===== src/rtl/ipi_mbox_pkg.sv =====
package ipi_mbox_pkg;

   localparam int WORD_W    = 32;
   localparam int IDX_FLD_W = 14;
   localparam int MSG_W     = 16;

   typedef struct packed {
      logic                 clear;
      logic                 send;
      logic [IDX_FLD_W-1:0] dest;
      logic [MSG_W-1:0]     msg;
   } cmd_word_t;

   typedef struct packed {
      logic                 zero;
      logic                 pend;
      logic [IDX_FLD_W-1:0] sender;
      logic [MSG_W-1:0]     msg;
   } mbox_word_t;

endpackage


===== src/rtl/ipi_win_decode.sv =====
module ipi_win_decode #(
   parameter int ADDR_W   = 5,
   parameter int NUM_CPUS = 4,
   localparam int IDX_W   = ADDR_W - 3
) (
   input  logic [ADDR_W-1:0] addr,
   output logic [IDX_W-1:0]  idx,
   output logic              sel_mbox,
   output logic              in_range
);

   logic unused_byte_lane;
   assign unused_byte_lane = ^addr[1:0];

   assign idx      = addr[ADDR_W-1:3];
   assign sel_mbox = addr[2];

   generate
      if (NUM_CPUS == (1 << IDX_W)) begin : g_full
         assign in_range = 1'b1;
      end else begin : g_partial
         assign in_range = (int'(idx) < NUM_CPUS);
      end
   endgenerate

endmodule


===== src/rtl/ipi_cpu_slot.sv =====
module ipi_cpu_slot
   import ipi_mbox_pkg::*;
(
   input  logic                 clk,
   input  logic                 rst,
   input  logic                 wr_cmd,
   input  logic                 send_hit,
   input  logic                 clear_hit,
   input  logic [IDX_FLD_W-1:0] send_src,
   input  logic [WORD_W-1:0]    wdata,
   output logic [WORD_W-1:0]    cmd_o,
   output logic [WORD_W-1:0]    mbox_o,
   output logic                 irq_o
);

   logic [WORD_W-1:0] cmd_q;
   mbox_word_t        mbox_q;

   always_ff @(posedge clk) begin
      if (rst) begin
         cmd_q  <= '0;
         mbox_q <= '0;
      end else begin
         if (wr_cmd) begin
            cmd_q <= wdata;
         end
         if (send_hit) begin
            mbox_q.zero   <= 1'b0;
            mbox_q.pend   <= 1'b1;
            mbox_q.sender <= send_src;
            mbox_q.msg    <= wdata[MSG_W-1:0];
         end
         if (clear_hit) begin
            mbox_q.pend <= 1'b0;
         end
      end
   end

   assign cmd_o  = cmd_q;
   assign mbox_o = mbox_q;
   assign irq_o  = mbox_q.pend;

   assert_cmd_store_R2: assert property (@(posedge clk) disable iff (rst)
      wr_cmd |=> (cmd_o == $past(wdata)));

   assert_send_load_R3: assert property (@(posedge clk) disable iff (rst)
      (send_hit && !clear_hit) |=> (mbox_o[MSG_W-1:0] == $past(wdata[MSG_W-1:0])));

   assert_send_raise_R4: assert property (@(posedge clk) disable iff (rst)
      (send_hit && !clear_hit) |=> irq_o);

   assert_clear_lower_R6: assert property (@(posedge clk) disable iff (rst)
      clear_hit |=> !irq_o);

   assert_idle_hold_R9: assert property (@(posedge clk) disable iff (rst)
      (!wr_cmd && !send_hit && !clear_hit) |=> ($stable(mbox_o) && $stable(cmd_o)));

endmodule


===== src/rtl/ipi_mailbox.sv =====
module ipi_mailbox
   import ipi_mbox_pkg::*;
#(
   parameter int NUM_CPUS = 4,
   parameter int ADDR_W   = 5
) (
   input  logic                clk,
   input  logic                rst,
   input  logic [ADDR_W-1:0]   bus_addr,
   input  logic                bus_we,
   input  logic [31:0]         bus_wdata,
   output logic [31:0]         bus_rdata,
   output logic [NUM_CPUS-1:0] irq_o
);

   localparam int IDX_W = ADDR_W - 3;
   localparam logic [IDX_FLD_W-1:0] CPU_LIM = IDX_FLD_W'(NUM_CPUS);

   initial begin
      assert (NUM_CPUS >= 1 && NUM_CPUS <= 4)
         else $error("NUM_CPUS must be 1..4");
      assert (ADDR_W >= 3 && (1 << (ADDR_W - 3)) >= NUM_CPUS)
         else $error("ADDR_W too narrow for NUM_CPUS");
   end

   logic [IDX_W-1:0] idx;
   logic             sel_mbox;
   logic             in_range;

   ipi_win_decode #(.ADDR_W(ADDR_W), .NUM_CPUS(NUM_CPUS)) u_dec (
      .addr     (bus_addr),
      .idx      (idx),
      .sel_mbox (sel_mbox),
      .in_range (in_range)
   );

   cmd_word_t cmd_in;
   logic      cmd_wr;
   logic      send_ok;
   logic      clear_ok;

   assign cmd_in   = cmd_word_t'(bus_wdata);
   assign cmd_wr   = bus_we && !sel_mbox && in_range;
   assign send_ok  = cmd_wr && cmd_in.send && (cmd_in.dest < CPU_LIM);
   assign clear_ok = cmd_wr && cmd_in.clear;

   logic [31:0] cmd_arr  [NUM_CPUS];
   logic [31:0] mbox_arr [NUM_CPUS];
   logic [NUM_CPUS*32-1:0] mbox_flat;
   logic [NUM_CPUS*32-1:0] cmd_flat;

   genvar g;
   generate
      for (g = 0; g < NUM_CPUS; g++) begin : g_slot
         logic is_me;
         assign is_me = (idx == IDX_W'(g));

         ipi_cpu_slot u_slot (
            .clk       (clk),
            .rst       (rst),
            .wr_cmd    (cmd_wr && is_me),
            .send_hit  (send_ok && (cmd_in.dest == IDX_FLD_W'(g))),
            .clear_hit (clear_ok && is_me),
            .send_src  (IDX_FLD_W'(idx)),
            .wdata     (bus_wdata),
            .cmd_o     (cmd_arr[g]),
            .mbox_o    (mbox_arr[g]),
            .irq_o     (irq_o[g])
         );

         assign mbox_flat[g*32 +: 32] = mbox_arr[g];
         assign cmd_flat[g*32 +: 32]  = cmd_arr[g];
      end
   endgenerate

   always_comb begin
      bus_rdata = '0;
      for (int i = 0; i < NUM_CPUS; i++) begin
         if (in_range && (idx == IDX_W'(i))) begin
            bus_rdata = sel_mbox ? mbox_arr[i] : cmd_arr[i];
         end
      end
   end

   assert_mbox_write_ignored_R9: assert property (@(posedge clk) disable iff (rst)
      (bus_we && sel_mbox) |=> ($stable(mbox_flat) && $stable(cmd_flat) && $stable(irq_o)));

   assert_far_dest_dropped_R10: assert property (@(posedge clk) disable iff (rst)
      (cmd_wr && cmd_in.send && !cmd_in.clear && (cmd_in.dest >= CPU_LIM))
      |=> ($stable(mbox_flat) && $stable(irq_o)));

   assert_oob_write_ignored_R11: assert property (@(posedge clk) disable iff (rst)
      (bus_we && !in_range) |=> ($stable(mbox_flat) && $stable(cmd_flat) && $stable(irq_o)));

   assert_oob_read_zero_R11: assert property (@(posedge clk) disable iff (rst)
      !in_range |-> (bus_rdata == 32'h0));

   assert_irq_single_step_R4: assert property (@(posedge clk) disable iff (rst)
      !bus_we |=> $stable(irq_o));

endmodule


===== config.mk =====
export PLATFORM = sky130hd
export DESIGN_NAME = ipi_mailbox
export DESIGN_NICKNAME = d
export VERILOG_FILES = /design/src/rtl/ipi_mbox_pkg.sv /design/src/rtl/ipi_win_decode.sv /design/src/rtl/ipi_cpu_slot.sv /design/src/rtl/ipi_mailbox.sv
export SDC_FILE = /design/constraint.sdc
export NUM_CORES = 1
export LEC_CHECK = 0
export ABC_AREA = 1
export ABC_CLOCK_PERIOD_IN_PS = 2200
export BUFFER_PORTS_ARGS = -buffer_cell sky130_fd_sc_hd__buf_2
export CAP_MARGIN = 25
export CORE_ASPECT_RATIO = 1.1
export CORE_MARGIN = 10
export CORE_UTILIZATION = 55
export CTS_CLUSTER_DIAMETER = 80
export CTS_CLUSTER_SIZE = 20
export DETAILED_ROUTE_END_ITERATION = 16
export GPL_ROUTABILITY_DRIVEN = 0
export MAX_ROUTING_LAYER = met4
export PLACE_DENSITY = 0.74
export SETUP_SLACK_MARGIN = 0.15
export SKIP_LAST_GASP = 1
export SYNTH_ARGS = -nofsm -noshare
export SYNTH_HDL_FRONTEND = slang
export SYNTH_SLANG_ARGS = --single-unit

===== constraint.sdc =====
create_clock -name clk -period 2.2 [get_ports clk]
set_input_delay 0.66 -clock clk [delete_from_list [all_inputs] [get_ports clk]]
set_output_delay 0.66 -clock clk [all_outputs]
set_load 0.05 [all_outputs]

Yosys cells after proc, flatten, opt, wreduce, memory -nomap -nowiden:

Index checks and enable logic that the tools add are counted.
W data, S select, Z words.

* magnitude comparators: 1
* eq/ne operators: 6
* muxes and demuxes: 8
* reduce and logical (&&, ||, !) cells: 23

Operators with widths (count)
* $mux W32: 8
* $eq A14 B2 Y1 const B: 2
* $logic_and A1 B1 Y1: 16
* $eq A14 B1 Y1 const B: 1
* $logic_not A14 Y1: 1
* $lt A14 B3 Y1 const B: 1
* $reduce_or A2 Y1: 4
* $eq A2 B2 Y1 const B: 2
* $eq A2 B1 Y1 const B: 1
* $logic_not A2 Y1: 1
* $logic_not A1 Y1: 1

* flip-flop bits (word level): 204
* input port bits: 40
* word-level logic and storage cells: 54

Depth between registers and ports, before layout:

* word-level depth: 5
* depth in mapped cells: 10

By module:

From an unflattened synthesis, not the netlist that was laid out.

* cells, all modules: 2103
* area total of the unflattened synthesis: 13559.3 µm²

By module, submodules not included
* ipi_cpu_slot: instances 4, cells each 383, area an instance 2681.3 µm², sequential area each 1261.2 µm²
* ipi_mailbox: instances 1, cells each 566, area an instance 2800.2 µm², sequential area each 0.0 µm²
* ipi_win_decode: instances 1, cells each 5, area an instance 33.8 µm², sequential area each 0.0 µm²

Worst setup path before layout:

Ideal clock, no wire load.

* path kind: input to output
* start point: in bus_addr[3]
* end point: out bus_rdata[23]
* data arrival time: 2.264 ns
* slack: -0.724 ns
* cell stages on the path: 7
* cell sequence: buf_6 > inv_4 > nand2_4 > inv_2 > clkbuf_1 > nand2_1 > a41oi_1

* cells in the longest elaborated chain, start to end: 5

RTL lines
* start, declared: RTL line ipi_mailbox.sv:9 `input logic [ADDR_W-1:0] bus_addr,`
* $logic_not A2 Y1: RTL line ipi_mailbox.sv:79 `if (in_range && (idx == IDX_W'(i))) begin`
* $mux W32 (3 in a row): RTL line ipi_mailbox.sv:79
* $mux W32 *: RTL line ipi_mailbox.sv:79
* end, declared: RTL line ipi_mailbox.sv:12 `output logic [31:0] bus_rdata,`

Every way passes the cells marked *; elsewhere a longest branch is shown, timed or not.

Worst setup path in the final report:

* start point: in bus_addr[3]
* end point: out bus_rdata[15]

Same word-level chain as after synthesis.

==> impl_metrics.env <==
export IMPL_via_per_inst=5.424
export IMPL_slew_violations=0
export IMPL_finalSetupViolCount=32
export IMPL_crit_path_frequent_cell="buf_12"
export IMPL_rr_worst_depth=2
export IMPL_drtIter0Drc=631
export IMPL_cp_cell_sequence="buf_12 -> inv_8 -> nand2_4 -> buf_12 -> a21oi_2 -> o21ai_1 -> nand4_1 -> buf_6"
export IMPL_avgRoutedWirePerCell_um=16.74
export IMPL_dp_hpwl_mm=16.81
export IMPL_synthMuxAreaShare_pct=0
export IMPL_clockBufferDepth=3
export IMPL_seq_area_um2=4084
export IMPL_syn_to_final_growth_pct=29.37
export IMPL_max_cap_violations=0
export IMPL_ys_ff_latch=204
export IMPL_period_share_pct=105.9
export IMPL_start_util_pct=55.77
export IMPL_worstSetupEndpointType="output port"
export IMPL_hp_class="flip-flop to flip-flop"
export IMPL_firstDrtPassIters=5
export IMPL_ys_types=28
export IMPL_p_leak_nw=4.886
export IMPL_grt_pass1_wl_mm=42.59
export IMPL_grt_antenna_before_repair=1
export IMPL_final_common_cell="nor2_1"
export IMPL_grt_start_max_net_pins=73
export IMPL_ios=76
export IMPL_rows=49
export IMPL_failed_checks="setup timing"
export IMPL_gr_usage_met3_pct=3.063
export IMPL_synth_nets=1357
export IMPL_p_per_area_nw_per_um2=657.5
export IMPL_slowest_stage="buf_6"
export IMPL_cts_buffers=14
export IMPL_numClockSinks=204
export IMPL_netlist_area_um2=9061
export IMPL_nNetsFinal=1421
export IMPL_cts_max_level=1
export IMPL_port_buffers=73
export IMPL_path_max_fanout=10
export IMPL_arrival_ns=1.67
export IMPL_peakVddDrop_uv=691.7
export IMPL_die_area_um2=22010
export IMPL_status="finished with violations"
export IMPL_synth_top_family_by_area="simple AND/OR/NAND/NOR gates"
export IMPL_skew_ns=0
export IMPL_grt_setup_unrepaired="yes"
export IMPL_postRouteWirelength_mm=26.64
export IMPL_fin_crit_ns=2.329
export IMPL_max_slew_worst_pin_slew_ns=0.3896
export IMPL_grt_overflow=0
export IMPL_fp_dieW_um=142.4
export IMPL_drc=0
export IMPL_ant_nets=0
export IMPL_hold_viol_final=0
export IMPL_synth_avg_cell_area_um2=6.880
export IMPL_hold_depth=2
export IMPL_final_cell_mix="378 x nor2_1, 204 x dfxtp_1, 198 x nand2_1, 124 x o21ai_0, 82 x inv_1"
export IMPL_fmax_mhz=429.4
export IMPL_cts_clk_slew_worst_paths_ns=0.09
export IMPL_fillCellCount=1301
export IMPL_use_met2_pct=40.53
export IMPL_ctsRootBufferMaster="clkbuf_16"
export IMPL_utilization_pct=72.15
export IMPL_cts_hold_buf=0
export IMPL_crit_required_ns=1.54
export IMPL_die_h_um=154.6
export IMPL_multi_input_comb_area_um2=5035
export IMPL_setup_ws_ns=-0.1289
export IMPL_insertion_delay_ns=0.46
export IMPL_synth_fa_ha_area_share_pct=0
export IMPL_tns_ns=-2.629
export IMPL_cp_start_kind="input port"
export IMPL_grt_pass1_vias=8225
export IMPL_path_class="input port to output port"
export IMPL_globalRouteTotalUtil_pct=24.15
export IMPL_seq_area_frac_synth_pct=45.07
export IMPL_core_um2=16250
export IMPL_layout_drive_gt1_share_pct=20.42
export IMPL_synthSimpleGateAreaFrac_pct=26.87
export IMPL_synth_xor_area_share_pct=0
export IMPL_syn_inst=1317
export IMPL_cts_tree="done"
export IMPL_slew_headroom_pct=73.75
export IMPL_synth_compound_area_share_pct=18.67
export IMPL_cpPeakStageDelay_ns=0.18
export IMPL_vias=8629
export IMPL_busiest_layer="met2"
export IMPL_use_met1_pct=29.72
export IMPL_yosysWarnings=0
==> state kept, by name, indices dropped and copies added (netlist names) <==
register and count:
g_slot.u_slot.cmd_o 128, g_slot.u_slot.mbox_o 72, g_slot.u_slot.irq_o 4
==> final timing paths <==
kind | to | slack (ns) | startpoint
min | g_slot[3].u_slot.cmd_o[31] | 0.47 | g_slot[3].u_slot.cmd_o[31]
max | bus_rdata[15] | -0.13 | bus_addr[3]
min reg2reg | g_slot[3].u_slot.cmd_o[31] | 0.47 | g_slot[3].u_slot.cmd_o[31]
max reg2reg | g_slot[0].u_slot.irq_o | 1.51 | g_slot[0].u_slot.irq_o
==> through the flow <==
stage	cells	hold WS (ns)	cell area [um^2]	worst slack, ns	power, mW
finish	1591	0.4692	11720	-0.1289	7.708
floorplan	1317	0.4344	9837	-0.1081	4.562
global placement	1566	0.4491	10600	-0.3732	4.868
detailed placement	1566	0.4559	10600	-0.4062	4.884
global route	1591	0.4841	11720	-0.1484	7.980
CTS	1590	0.4631	11570	-0.1209	7.716
==> worst max-delay path: cells and delay by family <==
family | cells | cell delay, ns
buffers and inverters | 4 | 0.53
and+or+nand+nor | 2 | 0.23
AOI/OAI and AO/OA | 2 | 0.22
==> Yosys cell counts, drive strengths merged <==
cell	number	area, um^2
nor2	390	1495
nand2	219	847.1
dfxtp	204	4084
o21ai	194	970.9
inv	92	352.8
a21oi	78	390.4
buf	47	324.1
clkbuf	44	166.4
o2111ai	17	148.9
o211ai	10	75.07
a41oi	7	61.31
nand3	5	80.08
a31oi	3	18.77
o221ai	3	26.28
clkinv	2	7.510
nand4	2	12.51
==> metal layers <==
layer	vias to the layer above	part of all wire, %
met5	-	0
met4	0	2.5
met3	47	5.4
met2	255	49
met1	4003	43
li1	4324	-
==> layout make-up <==
type	count	area share [%]
inverter	94	3.512
tap	204	2.177
timing repair buffer	139	12.64
clock buffer	17	3.266
clock inverter	4	0.5977
sequential	204	34.84
antenna	1	0.02135
multi-input combinational	928	42.95
==> report_power, final <==
part           internal, mW  switching [mW]
Clock                  1.48            1.27
Combinational         0.429           0.715
Sequential             3.77          0.0441
==> timing repair <==
| action | in CTS | in global routing |
|---|---|---|
| setup endpoints to repair | 32 | 32 |
| gates resized for setup | 153 | 42 |
| cloned | 2 | 0 |
| pin swaps | 9 | 9 |
| buffers inserted | 1 | 0 |
==> cell families after synthesis <==
group | Yosys count
buffers and inverters | 185
DFF | 204
AOI/OAI and AO/OA | 312
and+or+nand+nor | 616
(Power assumes the default switching activity.)
